--- config.mk ---
export PLATFORM = sky130hd
export DESIGN_NAME = casc_capture_unit
export DESIGN_NICKNAME = d
export VERILOG_FILES = /design/src/rtl/cap_pkg.sv /design/src/rtl/cap_ctrl.sv /design/src/rtl/cnt_stage.sv /design/src/rtl/cap_datapath.sv /design/src/rtl/casc_capture_unit.sv
export SDC_FILE = /design/constraint.sdc
export NUM_CORES = 1
export LEC_CHECK = 0
export ABC_AREA = 1
export BUFFER_PORTS_ARGS = -buffer_cell sky130_fd_sc_hd__buf_4
export CORE_ASPECT_RATIO = 1.1
export CORE_MARGIN = 1.5
export CORE_UTILIZATION = 50
export CTS_BUF_LIST = sky130_fd_sc_hd__clkbuf_4
export DETAILED_ROUTE_END_ITERATION = 6
export GPL_TIMING_DRIVEN = 0
export PLACE_DENSITY_LB_ADDON = 0.2
export SYNTH_ARGS = -nofsm -noshare
export SYNTH_HDL_FRONTEND = slang
export SYNTH_SLANG_ARGS = --single-unit
--- constraint.sdc ---
create_clock -name clk -period 2.3 [get_ports clk]
set_clock_uncertainty 0.2 [all_clocks]
set_input_delay 0.23 -clock clk [delete_from_list [all_inputs] [get_ports clk]]
set_output_delay 0.23 -clock clk [all_outputs]
set_load 0.02 [all_outputs]
--- src/rtl/cap_pkg.sv ---
package cap_pkg;

  typedef enum logic [1:0] {
    PH_IDLE = 2'd0,
    PH_LOW  = 2'd1,
    PH_HIGH = 2'd2
  } capPhase_e;

  typedef struct packed {
    logic stepCount;
    logic selHigh;
    logic loadSub;
    logic loadMain;
  } capStrobes_t;

endpackage

--- src/rtl/cap_ctrl.sv ---
module cap_ctrl
  import cap_pkg::*;
(
  input  logic        clk,
  input  logic        rst_n,
  input  logic        cntEnable,
  input  logic        capEvent,
  input  logic        rdReq,
  output capStrobes_t strobes,
  output logic        rdWait,
  output logic        rdEnable
);

  capPhase_e phase, phaseNext;
  logic      enPrev;
  logic      pendStep;
  logic      riseEn;

  assign riseEn = cntEnable & ~enPrev;

  always_comb begin
    phaseNext = phase;
    unique case (phase)
      PH_IDLE: if (capEvent) phaseNext = PH_LOW;
      PH_LOW:  phaseNext = PH_HIGH;
      PH_HIGH: phaseNext = PH_IDLE;
      default: phaseNext = PH_IDLE;
    endcase
  end

  always_ff @(posedge clk or negedge rst_n) begin
    if (!rst_n) begin
      phase    <= PH_IDLE;
      enPrev   <= 1'b0;
      pendStep <= 1'b0;
    end else begin
      phase    <= phaseNext;
      enPrev   <= cntEnable;
      pendStep <= (phase == PH_LOW) && riseEn;
    end
  end

  // A step whose edge lands between the two loads waits one cycle
  always_comb begin
    strobes.stepCount = (riseEn && (phase != PH_LOW)) || pendStep;
    strobes.selHigh   = (phase == PH_HIGH);
    strobes.loadSub   = (phase == PH_LOW);
    strobes.loadMain  = (phase == PH_HIGH);
  end

  assign rdEnable = (phase == PH_IDLE);
  assign rdWait   = rdReq && (phase != PH_IDLE);

endmodule

--- src/rtl/cnt_stage.sv ---
module cnt_stage #(
  parameter int WIDTH = 16
) (
  input  logic             clk,
  input  logic             rst_n,
  input  logic             stepIn,
  output logic [WIDTH-1:0] value
);

  always_ff @(posedge clk or negedge rst_n) begin
    if (!rst_n)      value <= '0;
    else if (stepIn) value <= value + 1'b1;
  end

endmodule

--- src/rtl/cap_datapath.sv ---
module cap_datapath
  import cap_pkg::*;
#(
  parameter int HALF_W = 16
) (
  input  logic              clk,
  input  logic              rst_n,
  input  capStrobes_t       strobes,
  output logic [HALF_W-1:0] subCap,
  output logic [HALF_W-1:0] mainCap
);

  localparam int NUM_STAGES = 2;
  localparam logic [HALF_W-1:0] STAGE_MAX = {HALF_W{1'b1}};

  logic [NUM_STAGES-1:0] stepChain;
  logic [HALF_W-1:0]     stageVal [NUM_STAGES];
  logic [HALF_W-1:0]     muxBus;

  assign stepChain[0] = strobes.stepCount;

  for (genvar g = 0; g < NUM_STAGES; g++) begin : g_stage
    cnt_stage #(.WIDTH(HALF_W)) u_stage (
      .clk    (clk),
      .rst_n  (rst_n),
      .stepIn (stepChain[g]),
      .value  (stageVal[g])
    );
    if (g < NUM_STAGES - 1) begin : g_carry
      assign stepChain[g+1] = stepChain[g] && (stageVal[g] == STAGE_MAX);
    end
  end

  assign muxBus = strobes.selHigh ? stageVal[1] : stageVal[0];

  always_ff @(posedge clk or negedge rst_n) begin
    if (!rst_n) begin
      subCap  <= '0;
      mainCap <= '0;
    end else begin
      if (strobes.loadSub)  subCap  <= muxBus;
      if (strobes.loadMain) mainCap <= muxBus;
    end
  end

endmodule

--- src/rtl/casc_capture_unit.sv ---
module casc_capture_unit
  import cap_pkg::*;
#(
  parameter int HALF_W = 16
) (
  input  logic              clk,
  input  logic              rst_n,
  input  logic              cntEnable,
  input  logic              capEvent,
  input  logic              rdReq,
  output logic [HALF_W-1:0] subCap,
  output logic [HALF_W-1:0] mainCap,
  output logic              rdWait,
  output logic              rdEnable
);

  capStrobes_t strobes;

  cap_ctrl u_ctrl (
    .clk       (clk),
    .rst_n     (rst_n),
    .cntEnable (cntEnable),
    .capEvent  (capEvent),
    .rdReq     (rdReq),
    .strobes   (strobes),
    .rdWait    (rdWait),
    .rdEnable  (rdEnable)
  );

  cap_datapath #(.HALF_W(HALF_W)) u_dp (
    .clk     (clk),
    .rst_n   (rst_n),
    .strobes (strobes),
    .subCap  (subCap),
    .mainCap (mainCap)
  );

endmodule

Word-level counts from Yosys, hierarchy flattened. Cells that the tools add are included.

$add $sub $neg: 2. Eq/ne operators: 5. Muxes and demuxes: 3. Bitwise logic cells: 2. Reductions and logical operators: 7.

Operators by type and width (count): adder 16 x 1 -> 16 bit (second input constant) (2); equality test 16 bit (second input constant) (1); two-way mux 16 bit (1); logical AND 1 bit (4); case mux 2 bit (2 select lines) (1); equality test 2 x 1 -> 1 bit (second input constant) (1); equality test 2 bit (second input constant) (1); logical NOT 2 bit (1); two-way mux 2 bit (1); inequality test 2 x 1 -> 1 bit (second input constant) (1); inequality test 2 bit (second input constant) (1); nonzero test 2 bit (1); AND 1 bit (1); logical OR 1 bit (1); NOT 1 bit (1).

Register bits after elaboration: 68. Bits of input ports: 5. Output and inout bits: 34. Logic and storage cells: 26.

Depth between registers and ports, before layout.
Word-level depth: 5. Gate-level depth with buffers: 9. Gate-level depth less buffers: 9.

By module. A second synthesis with hierarchy kept.

Cells, all modules: 385. Area, all modules: 3375.7 um^2.

Modules (own cells, without submodules): cnt_stage (times used 2, cells each 97, area an instance 813.3 um^2, sequential area each 400.4 um^2); cap_datapath (times used 1, cells each 170, area an instance 1572.8 um^2, sequential area each 800.8 um^2); cap_ctrl (times used 1, cells each 21, area an instance 176.4 um^2, sequential area each 100.1 um^2).

Worst setup path after synthesis. OpenSTA, ideal clock, no wires.

Path type: register to register. Start: reg u_dp.g_stage[0].u_stage.value[0]. End: reg u_dp.g_stage[1].u_stage.value[11]. Data arrival time: 1320 ps. Data required time: 1984 ps. Path slack: 664 ps. Stages on the path, launching flop included: 8. Buffers on the path: 1. Path through: dfrtp_1 -> ha_1 -> nand2_1 -> nor3_1 -> nand4_2 -> buf_2 -> nand2_1 -> nand2_1.

Word-level cells in the longest chain between the ends: 2.

RTL lines: from (decl) (RTL line cnt_stage.sv:7) `output logic [WIDTH-1:0] value`; from (signal assigned) (RTL line cnt_stage.sv:12) `else if (stepIn) value <= value + 1'b1;`; equality test 16 bit (RTL line cap_datapath.sv:30) `assign stepChain[g+1] = stepChain[g] && (stageVal[g] == STAGE_MAX);`; logical AND 1 bit (RTL line cap_datapath.sv:30); to (signal assigned) (RTL line cnt_stage.sv:12); to (decl) (RTL line cnt_stage.sv:7).

No other way between the ends. A chain may end at the register's enable or synchronous reset.

Final worst setup path.
Start: reg u_dp.g_stage[0].u_stage.value[0]. End: reg u_dp.g_stage[1].u_stage.value[12].

Same word-level chain as after synthesis.

==> results.sh <==
export IMPL_status="completed"
export IMPL_max_clock_freq_mhz=511.2
export IMPL_vias_per_cell=4.935
export IMPL_antenna_found_initial=0
export IMPL_synth_async_reset_ratio_pct=100.0
export IMPL_final_common_cell="nand2_1"
export IMPL_ant_nets=0
export IMPL_p_int_uw=2156
export IMPL_fp_row_count=30
export IMPL_crit_type="reg -> reg"
export IMPL_cpMostUsedCell="nand2_1"
export IMPL_yosys_register_bits=68
export IMPL_clock_latency_ns=0.42
export IMPL_hold_class="reg -> reg"
export IMPL_p_comb_share_pct=28.4
export IMPL_relSlewSlack_pct=43.53
export IMPL_grt_max_degree=69
export IMPL_yosysUniqueCellTypes=24
export IMPL_track_usage_pct=21.92
export IMPL_clock_path_buffers=2
export IMPL_switching_share_pct=34.37
export IMPL_power_leakage_uw=0.001841
export IMPL_seqPwrFrac_pct=48.2
export IMPL_place_area_um2=3513
export IMPL_instances_no_fill=506
export IMPL_place_gp_congestion=0.8659
export IMPL_ctsHoldBuffers=3
export IMPL_cts_resized=0
export IMPL_cts_setup_buffers=0
export IMPL_grt_pass1_vias=2542
export IMPL_final_cell_mix="nand2_1, dfrtp_1, buf_4"
export IMPL_drtPass1Iterations=5
export IMPL_fin_crit_ns=1.956
export IMPL_drcViolationCount=0
export IMPL_rsz0062_at_grt="no"
export IMPL_slowest_delay_ns=0.42
export IMPL_routedWlPerCell_um=12.58
export IMPL_hold_violations=0
export IMPL_crit_chain="ha_1 -> nand2_1 -> nor3_1 -> nand4_2 -> buf_2 -> nand2_1 -> nand2_1"
export IMPL_fp_coreArea_um2=6118
export IMPL_clock_power_share_pct=23.3
export IMPL_synth_area_per_cell_um2=8.454
export IMPL_start_kind="flip-flop"
export IMPL_synth_area_leaders="dfrtp_1, nand2_1, nor2_1"
export IMPL_slew_viol_final=0
export IMPL_p_sw_uw=1129
export IMPL_synthFlopType="dfrtp_1"
export IMPL_design_area_um2=3672
export IMPL_synth_top_cell_by_area="dfrtp_1"
export IMPL_grt_pass1_wl_mm=11.37
export IMPL_cp_arrival_ns=2.07
export IMPL_p_per_area_nw_per_um2=894.3
export IMPL_portBuffers=38
export IMPL_start_util_pct=51.12
export IMPL_cts_sinks=68
export IMPL_post_route_util_pct=60.02
export IMPL_synth_warnings=0
export IMPL_fillers=568
export IMPL_peakVddDrop_uv=601.3
export IMPL_layout_drive_gt1_share_pct=18.31
export IMPL_fin_crit_sh_pct=85.05
export IMPL_synth_cells=370
export IMPL_final_nets=429
export IMPL_cts_root_buf="clkbuf_4"
export IMPL_syn_num_nets=377
export IMPL_cts_tree="done"
export IMPL_die_y_um=85.96
export IMPL_netlist_area_leader_share_pct=54.40
export IMPL_antennaDiodeCount=0
export IMPL_setup_viol=0
export IMPL_slowest_stage="dfrtp_1"
export IMPL_overflow=0
export IMPL_drt_wl_total_mm=6.365
export IMPL_h_tree_depth=3
export IMPL_tns_ns=0
export IMPL_synth_yosys_seq_area_share_pct=54.40
export IMPL_clkTransAtPathRegs_ns=0.11
export IMPL_endpoint_kind="flip-flop"
export IMPL_netlist_area_um2=3128
export IMPL_numCtsBuffers=9
export IMPL_maxCapViolCount=0
export IMPL_die_w_um=78.42
export IMPL_crit_required_ns=2.41
export IMPL_area_growth_pct=17.40
export IMPL_rrSetupSlack_ns=0.34
export IMPL_dp_cells=488
export IMPL_num_io_pins=39
export IMPL_worst_hold_slack_ns=0.2384
export IMPL_worst_pin_slew_ns=0.8470
export IMPL_drtIter0Drc=134
export IMPL_vias=2497
export IMPL_cp_max_fo=10
export IMPL_place_hpwl_mm=4.471
export IMPL_dieArea_um2=6740
export IMPL_synth_edff_count=0
-- layout make-up --
class                   count  area [um^2]  area share [%]
clock buffers              12        90.09           2.453
plain buffers               8        41.29           1.124
inverters                  35        131.4           3.578
well taps                  80        100.1           2.726
repair buffers             41        315.3           8.586
flip-flops and latches     68         1702           46.34
clock inverters             3        38.79           1.056
multi-input cells         259         1254           34.14
-- stage by stage --
stage,power (uW),setup slack [ns]
after floorplan,2149,0.6637
after global placement,2527,0.4045
after detailed placement,2551,0.4050
after CTS,3322,0.3561
after global routing,3498,0.1256
final,3284,0.3440
-- synthesized netlist by cell type (3+ instances only) --
cell type,instances
nand3_1,15
clkbuf_1,4
xnor2_1,3
a21oi_1,11
nand2_2,3
nor2_2,3
o21ai_0,13
xor2_1,14
buf_2,3
inv_1,30
nor2_1,37
nand2_1,129
o21ai_1,9
inv_2,5
nor2_4,3
dfrtp_1,68
nand4_1,5
nor3_1,3
mux2_2,5
-- state kept, by name (all words and copies together) (netlist names) --
signal and cells:
u_ctrl.enPrev 1, u_ctrl.pendStep 1, u_ctrl.phase 2, u_dp.g_stage.u_stage.value 32
u_dp.mainCap 16, u_dp.subCap 16
-- final timing paths --
path / startpoint / endpoint / depth (start not counted)
setup / recovery: u_dp.g_stage[0].u_stage.value[0] / u_dp.g_stage[1].u_stage.value[12] / 7
hold reg to reg: u_ctrl.enPrev / u_ctrl.pendStep / 1
setup reg to reg: u_dp.g_stage[0].u_stage.value[0] / u_dp.g_stage[1].u_stage.value[12] / 7
max in group asynchronous: rst_n / u_dp.g_stage[0].u_stage.value[15] / 2
hold / removal: u_ctrl.enPrev / u_ctrl.pendStep / 1
min in group asynchronous: rst_n / u_dp.mainCap[2] / 2
-- power by group through the flow --
stage          Sequential, uW  Clock, uW  Combinational (uW)
3_3_place_gp             1600          0                 925
5_1_grt                  1620        835                1050
2_1_floorplan            1790          0                 364
4_1_cts                  1590        787                 949
6_report                 1580        767                 934
3_5_place_dp             1610          0                 942
-- critical path: cells and delay by family (launching register included) --
kind	cells	cell delay, ns
buffers and inverters	1	0.26
and+or+nand+nor	5	0.76
adders and majority gates	1	0.23
DFF	1	0.42
-- cell families after synthesis --
group | Yosys count | synth area share [%]
AND/OR/NAND/NOR | 202 | 27.44
XOR/XNOR | 17 | 4.760
buffers and inverters | 43 | 5.520
multiplexers | 5 | 1.800
adder cells (fa/ha/maj) | 2 | 0.7999
flip-flops | 68 | 54.40
AO/OA/AOI/OAI | 33 | 5.280
-- per-layer routing --
metal  routed length [um]  share of wire, %  GRT usage, %
met5                    0                 0             0
met4                  152               2.4         12.01
met3                  199               3.1         3.936
met2                 3215                51         37.71
met1                 2798                44         25.99
Note: power is estimated with default switching activity, not from simulation.
